==> config.mk <==
export PLATFORM = sky130hd
export DESIGN_NAME = sup_wdog_core
export DESIGN_NICKNAME = d
export VERILOG_FILES = /design/src/rtl/sup_pkg.sv /design/src/rtl/sup_timebase.sv /design/src/rtl/sup_rst_seq.sv /design/src/rtl/sup_wd_timer.sv /design/src/rtl/sup_wdog_core.sv
export SDC_FILE = /design/constraint.sdc
export NUM_CORES = 1
export LEC_CHECK = 0
export BUFFER_PORTS_ARGS = -buffer_cell sky130_fd_sc_hd__clkbuf_2
export CAP_MARGIN = 30
export CORE_UTILIZATION = 58
export CTS_BUF_LIST = sky130_fd_sc_hd__clkbuf_4 sky130_fd_sc_hd__clkbuf_8
export CTS_CLUSTER_SIZE = 20
export DETAILED_ROUTE_END_ITERATION = 7
export PLACE_DENSITY = 0.76
export SYNTH_ARGS = -nofsm -noshare
export SYNTH_HDL_FRONTEND = slang
export SYNTH_SLANG_ARGS = --single-unit
==> constraint.sdc <==
create_clock -name clk_i -period 6.9 [get_ports clk_i]
set_input_delay 1.38 -clock clk_i [delete_from_list [all_inputs] [get_ports clk_i]]
set_output_delay 1.38 -clock clk_i [all_outputs]
set_load 0.03 [all_outputs]
==> src/rtl/sup_pkg.sv <==
package sup_pkg;
  typedef enum logic [1:0] {
    WDI_LO  = 2'b00,
    WDI_HI  = 2'b01,
    WDI_MID = 2'b10
  } wdi_e;

  function automatic logic wdi_valid(input logic [1:0] w);
    return ~w[1];
  endfunction
endpackage

==> src/rtl/sup_timebase.sv <==
module sup_timebase #(
  parameter int TICK_DIV    = 125000,
  parameter int SYNC_STAGES = 2
) (
  input  logic clk_i,
  input  logic rst_ni,
  input  logic osc_sel_i,
  input  logic ext_clk_i,
  output logic ms_tick_o,
  output logic wd_tick_o
);
  localparam int DW = (TICK_DIV > 2) ? $clog2(TICK_DIV) : 1;
  localparam logic [DW-1:0] DIV_LAST = DW'(TICK_DIV - 1);

  logic [DW-1:0] div_q;
  logic [SYNC_STAGES:0] sync_q;
  logic ext_edge;

  always_ff @(posedge clk_i or negedge rst_ni)
    if (!rst_ni)                div_q <= '0;
    else if (div_q == DIV_LAST) div_q <= '0;
    else                        div_q <= div_q + 1'b1;

  assign ms_tick_o = (div_q == DIV_LAST);

  // synchroniser chain plus one history stage for edge detect
  genvar g;
  generate
    for (g = 0; g <= SYNC_STAGES; g++) begin : g_sync
      always_ff @(posedge clk_i or negedge rst_ni)
        if (!rst_ni) sync_q[g] <= 1'b0;
        else         sync_q[g] <= (g == 0) ? ext_clk_i : sync_q[(g == 0) ? 0 : g-1];
    end
  endgenerate

  assign ext_edge  = sync_q[SYNC_STAGES-1] & ~sync_q[SYNC_STAGES];
  assign wd_tick_o = osc_sel_i ? ms_tick_o : ext_edge;
endmodule

==> src/rtl/sup_rst_seq.sv <==
module sup_rst_seq #(
  parameter int HOLD_TICKS = 200
) (
  input  logic clk_i,
  input  logic rst_ni,
  input  logic ms_tick_i,
  input  logic low_vcc_i,
  input  logic wd_timeout_i,
  output logic rst_act_o
);
  localparam int HW = $clog2(HOLD_TICKS + 1);
  localparam logic [HW-1:0] HOLD_LAST = HW'(HOLD_TICKS - 1);

  logic [HW-1:0] hold_q;
  logic          rst_act_q;

  always_ff @(posedge clk_i or negedge rst_ni)
    if (!rst_ni) begin
      rst_act_q <= 1'b1;
      hold_q    <= '0;
    end else if (low_vcc_i || wd_timeout_i) begin
      rst_act_q <= 1'b1;
      hold_q    <= '0;
    end else if (rst_act_q && ms_tick_i) begin
      if (hold_q >= HOLD_LAST) begin
        rst_act_q <= 1'b0;
        hold_q    <= '0;
      end else begin
        hold_q <= hold_q + 1'b1;
      end
    end

  assign rst_act_o = rst_act_q;

  assert_lowvcc_holds_reset_R1: assert property (@(posedge clk_i) disable iff (!rst_ni)
    low_vcc_i |=> rst_act_q);
  assert_release_after_clear_R2: assert property (@(posedge clk_i) disable iff (!rst_ni)
    $fell(rst_act_q) |-> !$past(low_vcc_i));
  assert_timeout_resets_R5: assert property (@(posedge clk_i) disable iff (!rst_ni)
    wd_timeout_i |=> rst_act_q);
endmodule

==> src/rtl/sup_wd_timer.sv <==
module sup_wd_timer
  import sup_pkg::*;
#(
  parameter int SHORT_MS  = 100,
  parameter int LONG_MS   = 1600,
  parameter int EXT_SHORT = 1011,
  parameter int EXT_LONG  = 4064
) (
  input  logic       clk_i,
  input  logic       rst_ni,
  input  logic       wd_tick_i,
  input  logic       osc_sel_i,
  input  logic       tsel_i,
  input  logic [1:0] wdi_i,
  input  logic       rst_act_i,
  input  logic       low_vcc_i,
  output logic       timeout_o,
  output logic       wdo_low_o
);
  localparam int M1   = (LONG_MS > SHORT_MS) ? LONG_MS : SHORT_MS;
  localparam int M2   = (EXT_LONG > EXT_SHORT) ? EXT_LONG : EXT_SHORT;
  localparam int MAXP = (M1 > M2) ? M1 : M2;
  localparam int CW   = $clog2(MAXP + 1);

  logic [1:0]    wdi_q;
  logic [CW-1:0] cnt_q, lim;
  logic          first_q, wdo_low_q;
  logic          en, svc, en_chg, use_long;

  assign en       = wdi_valid(wdi_i);
  assign svc      = en && wdi_valid(wdi_q) && (wdi_i[0] != wdi_q[0]);
  assign en_chg   = en != wdi_valid(wdi_q);
  assign use_long = first_q | tsel_i;

  always_comb begin
    if (osc_sel_i) lim = use_long ? CW'(LONG_MS)  : CW'(SHORT_MS);
    else           lim = use_long ? CW'(EXT_LONG) : CW'(EXT_SHORT);
  end

  assign timeout_o = en && !rst_act_i && !svc && !en_chg && wd_tick_i && (cnt_q >= lim - 1'b1);

  always_ff @(posedge clk_i or negedge rst_ni)
    if (!rst_ni) begin
      wdi_q   <= WDI_MID;
      cnt_q   <= '0;
      first_q <= 1'b1;
    end else begin
      wdi_q <= wdi_i;
      if (rst_act_i) begin
        cnt_q   <= '0;
        first_q <= 1'b1;
      end else if (svc) begin
        cnt_q   <= '0;
        first_q <= 1'b0;
      end else if (!en || en_chg || timeout_o) begin
        cnt_q <= '0;
      end else if (wd_tick_i) begin
        cnt_q <= cnt_q + 1'b1;
      end
    end

  always_ff @(posedge clk_i or negedge rst_ni)
    if (!rst_ni)                   wdo_low_q <= 1'b0;
    else if (low_vcc_i || !en || svc) wdo_low_q <= 1'b0;
    else if (timeout_o)            wdo_low_q <= 1'b1;

  assign wdo_low_o = wdo_low_q;

  assert_timeout_flags_R5: assert property (@(posedge clk_i) disable iff (!rst_ni)
    (timeout_o && !low_vcc_i) |=> wdo_low_q);
  assert_wdo_needs_timeout_R5: assert property (@(posedge clk_i) disable iff (!rst_ni)
    $rose(wdo_low_q) |-> $past(timeout_o));
  assert_service_restarts_R6: assert property (@(posedge clk_i) disable iff (!rst_ni)
    svc |=> (cnt_q == '0));
  assert_disabled_high_R7: assert property (@(posedge clk_i) disable iff (!rst_ni)
    !en |=> !wdo_low_q);
  assert_lowline_clears_R8: assert property (@(posedge clk_i) disable iff (!rst_ni)
    low_vcc_i |=> !wdo_low_q);
  assert_first_long_R11: assert property (@(posedge clk_i) disable iff (!rst_ni)
    rst_act_i |=> first_q);
endmodule

==> src/rtl/sup_wdog_core.sv <==
module sup_wdog_core #(
  parameter int TICK_DIV      = 125000,
  parameter bit LONG_HOLD     = 1'b1,
  parameter int HOLD_SHORT_MS = 50,
  parameter int HOLD_LONG_MS  = 200,
  parameter int SHORT_MS      = 100,
  parameter int LONG_MS       = 1600,
  parameter int EXT_SHORT     = 1011,
  parameter int EXT_LONG      = 4064
) (
  input  logic       clk_i,
  input  logic       rst_ni,
  input  logic       low_vcc_i,
  input  logic [1:0] wdi_i,
  input  logic       osc_sel_i,
  input  logic       tsel_i,
  input  logic       ext_clk_i,
  input  logic       ce_n_i,
  output logic       rst_no,
  output logic       rst_o,
  output logic       low_line_no,
  output logic       wdo_no,
  output logic       ce_n_o
);
  localparam int HOLD_TICKS = LONG_HOLD ? HOLD_LONG_MS : HOLD_SHORT_MS;

  logic ms_tick, wd_tick, wd_timeout, wdo_low, rst_act;

  sup_timebase #(.TICK_DIV(TICK_DIV), .SYNC_STAGES(2)) u_tb (
    .clk_i, .rst_ni, .osc_sel_i, .ext_clk_i,
    .ms_tick_o(ms_tick), .wd_tick_o(wd_tick)
  );

  sup_wd_timer #(
    .SHORT_MS(SHORT_MS), .LONG_MS(LONG_MS),
    .EXT_SHORT(EXT_SHORT), .EXT_LONG(EXT_LONG)
  ) u_wd (
    .clk_i, .rst_ni, .wd_tick_i(wd_tick), .osc_sel_i, .tsel_i, .wdi_i,
    .rst_act_i(rst_act), .low_vcc_i, .timeout_o(wd_timeout), .wdo_low_o(wdo_low)
  );

  sup_rst_seq #(.HOLD_TICKS(HOLD_TICKS)) u_rs (
    .clk_i, .rst_ni, .ms_tick_i(ms_tick), .low_vcc_i,
    .wd_timeout_i(wd_timeout), .rst_act_o(rst_act)
  );

  assign rst_o       = rst_act;
  assign rst_no      = ~rst_act;
  assign low_line_no = ~low_vcc_i;
  assign wdo_no      = ~wdo_low;
  assign ce_n_o      = ce_n_i | low_vcc_i;
endmodule

After elaboration in Yosys (flattened, before gate mapping)
Index checks and enable logic that the tools add are counted.
- add/subtract/negate cells: 4
- order comparisons: 2
- equality and inequality tests: 3
- multiplexer cells: 19
- bitwise logic cells: 9
- reduce and logical (&&, ||, !) cells: 22
- operators by type and width (cell ; number):
    2-to-1 mux 12 bit ; 6
    2-to-1 mux 8 bit ; 3
    adder 17 x 1 -> 17 bit, second input constant ; 1
    equality test 17 bit, second input constant ; 1
    2-to-1 mux 17 bit ; 1
    adder 12 x 1 -> 12 bit, second input constant ; 1
    >= comparator 12 bit ; 1
    subtractor 12 x 1 -> 12 bit, second input constant ; 1
    2-to-1 mux 11 bit ; 1
    adder 8 x 1 -> 8 bit, second input constant ; 1
    >= comparator 8 bit, second input constant ; 1
    logical AND 1 bit ; 8
    2-to-1 mux 1 bit ; 8
    nonzero test 2 bit ; 4
    inverter 1 bit ; 6
    logical OR 1 bit ; 5
    nonzero test 4 bit ; 1
    zero test 1 bit ; 3
    inequality test 1 bit ; 2
    OR 1 bit ; 2
    AND reduction 2 bit ; 1
    AND 1 bit ; 1
- register bits: 45
- input bits: 9
- output and inout port bits: 5
- word-level logic and storage cells: 69

Longest topological paths before layout
Gate-level depths: netlist of run 1.
- depth in word-level cells: 12
- mapped depth: 11
- depth with buffers taken out: 10

Modules after synthesis
From an unflattened synthesis of run 1, not the netlist that was laid out.
- cell total of the unflattened synthesis: 252
- area total of the unflattened synthesis: 2536.2 µm²
- modules (own cells, without submodules) (module ; instances ; cells each ; area an instance (µm²) ; sequential area each (µm²)):
    sup_wd_timer ; 1 ; 115 ; 1103.6 ; 402.9
    sup_timebase ; 1 ; 82 ; 932.1 ; 500.5
    sup_rst_seq ; 1 ; 51 ; 483.0 ; 226.5
    sup_wdog_core ; 1 ; 4 ; 17.5 ; 0.0

Worst setup path after synthesis of run 1
OpenSTA, ideal clock, no wires.
- path type: input to register
- start point: input osc_sel_i
- end point: register u_rs.hold_q[6]
- library setup time: 125 ps
- data arrival time: 3407 ps
- required time: 6775 ps
- setup slack: 3367 ps
- stages: 9
- buffers on the path: 1
- cells stage by stage: or3_1 ha_1 ha_1 nand3_1 o21ai_0 a2111oi_0 a211oi_1 buf_2 a2111oi_0
- word-level cells in the longest chain between the ends: 6
- elaborated cells on any way between the ends: 9
- classes of those cells: add/sub: 1; order compare: 1; mux: 3; reduce/logical: 4
- RTL lines (item ; RTL line ; RTL):
    start, declared ; sup_wdog_core.sv:15 ; input logic osc_sel_i,
    2-to-1 mux 12 bit ; sup_wd_timer.sv:36 ; if (osc_sel_i) lim = use_long ? CW'(LONG_MS) : CW'(SHORT_MS);
    subtractor 12 x 1 -> 12 bit ; sup_wd_timer.sv:40 ; assign timeout_o = en && !rst_act_i && !svc && !en_chg && wd_tick_i && (cnt_q >= lim - 1'b1);
    >= comparator 12 bit ; sup_wd_timer.sv:40 ;
    logical AND 1 bit * ; sup_wd_timer.sv:40 ;
    logical OR 1 bit * ; sup_rst_seq.sv:21 ; end else if (low_vcc_i || wd_timeout_i) begin
    2-to-1 mux 8 bit / nonzero test 2 bit (equally long branches) ; n/a ;
    end signal, assigned ; sup_rst_seq.sv:29 ; hold_q <= hold_q + 1'b1;
    end, declared ; sup_rst_seq.sv:14 ; logic [HW-1:0] hold_q;
Mark *: on every way between the ends. The rest lies on a longest branch, timed or not.
A chain may end at the register's enable or synchronous reset.

Worst setup path in the final report of run 1
Same ends and word-level chain as after synthesis.

==> results of run 1 <==
-- Yosys cell counts, types with 2 or more instances --
library cell and n:
dfrtp_1 42, nor2_1 21, ha_1 17, inv_1 16, nand2_1 16, nand3_1 15, a211oi_1 14, xor2_1 10
nor3_1 8, o21ai_0 8, xnor2_1 7, a21oi_1 6, o31ai_1 6, or4_1 6, and3_1 5, clkbuf_1 5
nand4_1 5, or3_1 5, a2111oi_0 4, nor2b_1 4, or3b_2 4, dfstp_2 3, a211oi_2 2, nand3b_1 2
or2_2 2, or4b_1 2
-- cell type report --
cell class / instances / area, um2 / area share, %
Tap cell: 50 / 62.6 / 2.30
Multi-Input combinational cell: 182 / 1280 / 47.3
Sequential cell: 45 / 1130 / 41.6
Clock buffer: 5 / 68.8 / 2.53
Timing Repair Buffer: 16 / 87.6 / 3.23
Inverter: 16 / 60.1 / 2.21
Clock inverter: 3 / 21.3 / 0.783
-- worst max-delay path, stage by stage --
cell       delay [ns]
clkbuf_2         0.14
or3_1            0.42
ha_1             0.30
ha_1             0.27
nand3_1          0.06
o21ai_0          0.07
a2111oi_0        0.51
a211oi_2         0.14
buf_4            0.26
a2111oi_0        0.35
-- path summary, 6_finish.rpt --
kind | start | endpoint | cells past startpoint
min | u_tb.sync_q[0] | u_tb.sync_q[1] | 0
min in group asynchronous | rst_ni | u_wd.cnt_q[0] | 2
max | osc_sel_i | u_rs.hold_q[6] | 10
min reg2reg | u_tb.sync_q[0] | u_tb.sync_q[1] | 0
max reg2reg | u_wd.first_q | u_rs.hold_q[6] | 9
max in group asynchronous | rst_ni | u_wd.first_q | 2
-- sequential cells by signal, summed over array words and instances (netlist names) --
signal / flops
u_wd.wdo_low_o: 1
u_wd.cnt_q: 12
u_tb.sync_q: 3
u_wd.first_q: 1
u_rs.rst_act_o: 1
u_tb.div_q: 17
u_rs.hold_q: 8
u_wd.wdi_q: 2
-- cell usage in the layout, fill, tap and decap left out, drive strengths merged, types with 8 or more instances in the layout --
cell | Yosys | layout
clkbuf | 5 | 18
o21ai | 8 | 8
a211oi | 16 | 16
ha | 17 | 17
nand2 | 16 | 16
nand3 | 15 | 15
dfrtp | 42 | 42
inv | 16 | 17
nor2 | 21 | 21
xor2 | 10 | 10
nor3 | 8 | 8
-- through the flow --
stage / cells / setup slack, ns / utilization (%)
2_1_floorplan: 250 / 3.37 / -
5_1_grt: 317 / 2.85 / 66.4
3_3_place_gp: 309 / 2.95 / 64.2
4_1_cts: 317 / 3.18 / 66.4
6_report: 317 / 3.16 / 66.4
3_5_place_dp: 309 / 2.86 / 64.2
-- metal layers --
metal / GRT usage, % / share of wire (%)
met5: 0 / 0
met4: 8.78 / 1.1
met3: 4.22 / 2.6
met2: 40.2 / 49
met1: 29.1 / 47
-- kinds of logic after synthesis --
logic type,after synthesis,share of synthesized area [%]
AND/OR/NAND/NOR,101,22.7
AO/OA/AOI/OAI,45,13.1
XOR/XNOR,17,5.94
buffers and inverters,23,3.80
multiplexers,2,0.849
adder cells (fa/ha/maj),17,8.49
flip-flops,45,45.1
-- power by group through the flow --
stage	combinational [mW]	sequential, mW	clock (mW)
after floorplan	0.00806	0.271	0
after global placement	0.0176	0.271	0
after CTS	0.0179	0.266	0.167
after detailed placement	0.0178	0.271	0
final	0.0174	0.266	0.162
after global routing	0.0201	0.266	0.178
==> impl_results.md, run 1 <==
* HPWL after detailed placement at 3230 um
* Max-cap violations at 0
* Diode count at 0
* Number of buffers created by CTS at 5
* Gate power share at 3.9%
* Clock share of power at a little over a third
* Die height at 67.7 um
* Critical Path Fanout Max at 22
* Clk buf depth at 2
* Die ar. at 4590 um2
* Synth async-reset ratio at 100%
* Slew HR at 38.5%
* VDD IR max at 0.000126 V
* Setup TNS at 0 ns
* H-tree levels at 2
* Clk root buf: clkbuf_8
* Ys flop type: dfrtp_1
* Clk_lat worst skew at 0.29 ns
* Layout cells sized above 1 at around 15%
* Vias in the first global route at 1869
* Count of cell types in the netlist at 41
* Routed len/inst at 14.5 um
* Initial antenna violation count at 0
* CP required at 7.07 ns
* Post-synth EDFFs at 0
* Slew @ Worst Pin at 0.922 ns
* Syn Nets at 276
* Clock Skew at roughly 0.0040 ns
* Final nets at 292
* # DRC at 0
* Count of input and output buffers at 13
* CTS sink cnt at 45
* Rows at 23
* Status: finished, final reports clean
* Hold_buf cts at 0
* WHS at 0.353 ns
* Tcrit/Tclk final at 54.2%
* IO Count at 14
* Crit path DAT at 3.91 ns
* Final Hold Fails at 0
* Clock slew at reported path FFs at around 0.090 ns
* Placement Cell Area at 2630 um2
* Synth Cell Area at around 2500 um2
* Routability cong. at between 0.8 and 0.9
* Detailed Route Iter0 Violations at 127
* Initial DRT Pass Iterations at 4
* #FFs+latches synth at 45
* First-pass GRT wire length at 8040 um
* Tot Pwr at approximately 0.44 mW
* Total track usage at 23.5%
* Crit path kind: primary input to flip-flop
* Largest cells by area after synthesis: dfrtp_1, ha_1, a211oi_1, xor2_1, dfstp_2
* Min cycle time layout at 3.74 ns
* Post-Syn Instances at 250
* Internal Power at 0.342 mW
* Post-CTS setup repair buffer count at 0
* Post-CTS resize count at 0
* Worst setup EP type: flip-flop
* Pwr/cell area at 164 nW/um2
* Hold Crit Class: flip-flop to flip-flop
* Final Cell Area at 2720 um2
* Starting Density at 61.3%
* Yosys top cell area share at 42.0%
* CTS tree: yes
* NetSw at 0.103 mW
* Register area share after synthesis at 45.1%
* GRT overflow at 0
* Flop pwr share at 59.7%
* Largest net degree at the start of global routing at 46
* Via Count at around 1900
* RSZ-0062 raised after global routing: false
* FMAX at about 270 MHz
* Detail Route Antenna Nets at 0
* Wirelength, routed at 4600 um
* Synth area leader: dfrtp_1
* Yosys warnings at 0
* R2r setup slk at 4.05 ns
* LEAKAGE at roughly 1.2 nW
* Area Growth Syn to Fin at 8.39%
* Switching Share at 23.2%
* Die X at ~68 um
* Slew Limit Fails at 0
* Core Area at 4090 um2
* Setup crit start kind: primary input
* Avg Vias per Cell at 6.02
* Syn Area/Cell at 10.0 um2
* Fillers at 317
* Final setup viols at 0
Power figures use the tool's default switching activity.
==> inputs of run 2 (changes only) <==
==> constraint.sdc (replaced) <==
create_clock -name clk_i -period 3.8 [get_ports clk_i]
set_input_delay 0.76 -clock clk_i [delete_from_list [all_inputs] [get_ports clk_i]]
set_output_delay 0.76 -clock clk_i [all_outputs]
set_load 0.03 [all_outputs]
==> impl_results.md, run 2 (synthesis gave the netlist of run 1 again) <==
* Clock Skew at 0.00965 ns (+0.00562 ns)
* First-pass GRT wire length at 8440 um (+5.0%)
* Crit path DAT at 3.33 ns (-0.58 ns)
* Worst setup EP type: flip-flop
* Clk buf depth at 2 (unchanged)
* Count of input and output buffers at 13 (unchanged)
* Most frequent cells in the layout: dfrtp_1, nor2_1, ha_1, inv_1, nand2_1
* Max-cap violations at 0 (unchanged)
* Tcrit/Tclk final at 83.7%
* Largest Register: u_tb.div_q
* Reg2reg start: u_wd.first_q
* Tot Pwr at 0.809 mW (+82%)
* Post-CTS resize count at 0 (unchanged)
* Clk_lat worst skew at 0.30 ns (about the same)
* Die X at 67.7 um (unchanged)
* Largest regs: u_tb.div_q: 17 flops, u_wd.cnt_q: 12 flops, u_rs.hold_q: 8 flops
* Rows at 23 (unchanged)
* Starting Density at 61.3% (unchanged)
* Wirelength, routed at 4820 um (+4.8%)
* Max reg flops at 17 (unchanged)
* Post-CTS setup repair buffer count at 0 (unchanged)
* FMAX at 315 MHz
* Crit path kind: primary input to flip-flop
* Core Area at 4090 um2 (unchanged)
* Avg Vias per Cell at 5.94 (-1.3%)
* VDD IR max at 0.000233 V (+85%)
* Total track usage at 25.1% (+1.6 points)
* IO Count at 14 (unchanged)
* Routability cong. at 0.831 (+1.8%)
* Min cycle time layout at 3.18 ns
* Initial antenna violation count at 0 (unchanged)
* Final Cell Area at 2720 um2 (+0.14%)
* Area Growth Syn to Fin at 8.54%
* Reg area at 1130 um2 (unchanged)
* Hold Crit Class: flip-flop to flip-flop
* Final nets at 293 (+0.34%)
* Die height at 67.7 um (unchanged)
* Placement Cell Area at 2630 um2 (+0.29%)
* Hold_buf cts at 0 (unchanged)
* Via Count at 1890 (-0.94%)
* Detail Route Antenna Nets at 0 (unchanged)
* Critical path origin: osc_sel_i
* LEAKAGE at 1.20 nW (+0.78%)
* Detailed Route Iter0 Violations at 99 (-22%)
* WHS at 0.358 ns (+0.00450 ns)
* Critical Path Fanout Max at 8 (-64%)
* Die ar. at 4590 um2 (unchanged)
* Setup crit start kind: primary input
* Min-delay src: u_tb.sync_q[0]
* Number of buffers created by CTS at 5 (unchanged)
* Largest net degree at the start of global routing at 30 (-35%)
* Setup TNS at 0 ns (unchanged)
* Slew HR at 41.1% (+2.6 points)
* Final Hold Fails at 0 (unchanged)
* Pwr/cell area at 297 nW/um2 (+81%)
* RSZ-0062 raised after global routing: false
* Slew @ Worst Pin at 0.884 ns (-0.0387 ns)
* CTS tree: yes
* Multi-input logic area at 1280 um2 (unchanged)
* Vias in the first global route at 1816 (-2.8%)
* Diode count at 0 (unchanged)
* H-tree levels at 2 (unchanged)
* # DRC at 0 (unchanged)
* Routed len/inst at 15.2 um (+4.4%)
* Slew Limit Fails at 0 (unchanged)
* Util after Layout at 66.5% (+0.092 points)
* Most common library cell in the layout ignoring fill and taps: dfrtp_1
* Clk root buf: clkbuf_8
* Final setup viols at 0 (unchanged)
* Clock slew at reported path FFs at 0.08 ns (about the same)
* CTS sink cnt at 45 (unchanged)
* HPWL after detailed placement at 3490 um (+8.1%)
* Layout cells sized above 1 at 14.9% (+0.32 points)
* GRT overflow at 0 (unchanged)
* Status: finished, final reports clean
* CP required at 3.95 ns (-3.12 ns)
* Fillers at 339 (+6.9%)
* Initial DRT Pass Iterations at 4 (unchanged)
-- run 2: power by group --
part	total [mW]	internal [mW]	switching, mW	leakage (nW)
clock network	0.294	0.135	0.159	0.0484
logic	0.0319	0.00878	0.0231	0.554
registers	0.483	0.482	0.00101	0.595
-- run 2: layout make-up --
| class | instances | share of cell area (%) |
|---|---|---|
| flip-flops and latches | 45 | 41.6 |
| clock buffers | 6 | 2.81 |
| inverters | 16 | 2.21 |
| clock inverters | 2 | 0.368 |
| well taps | 50 | 2.30 |
| multi-input cells | 182 | 47.3 |
| repair buffers | 17 | 3.50 |
-- run 2: worst paths after layout --
| check | depth (start not counted) | to | slack, ns |
|---|---|---|---|
| setup / recovery | 11 | u_rs.hold_q[6] | 0.62 |
| hold / removal | 0 | u_tb.sync_q[1] | 0.36 |
| setup reg to reg | 11 | u_rs.hold_q[6] | 0.90 |
| hold reg to reg | 0 | u_tb.sync_q[1] | 0.36 |
| max in group asynchronous | 2 | u_rs.rst_act_o | 2.54 |
| min in group asynchronous | 1 | u_rs.hold_q[7] | 0.49 |
-- run 2: layer usage --
metal  vias to the layer above  routed length (um)  global-route usage, %
met3                         7                 129                   5.07
met4                         0                  72                   10.1
met1                       914                2370                   33.3
li1                        947                   -                      -
met5                         -                   0                      0
met2                        22                2250                   39.7
-- run 2: worst max-delay path: stages --
cell and delay, ns:
clkbuf_2 0.15, or3_1 0.43, ha_1 0.19, inv_1 0.05
ha_1 0.23, a21oi_1 0.14, o21ai_0 0.12, a2111oi_0 0.50
a211oi_2 0.15, buf_4 0.20, a2111oi_0 0.40
-- run 2: per-stage QoR --
| stage | std cells | setup WS, ns |
|---|---|---|
| after global placement | 310 | 0.438 |
| final | 318 | 0.620 |
| after global routing | 318 | 0.286 |
| after CTS | 318 | 0.569 |
| after detailed placement | 310 | 0.282 |
| after floorplan | 250 | 0.887 |
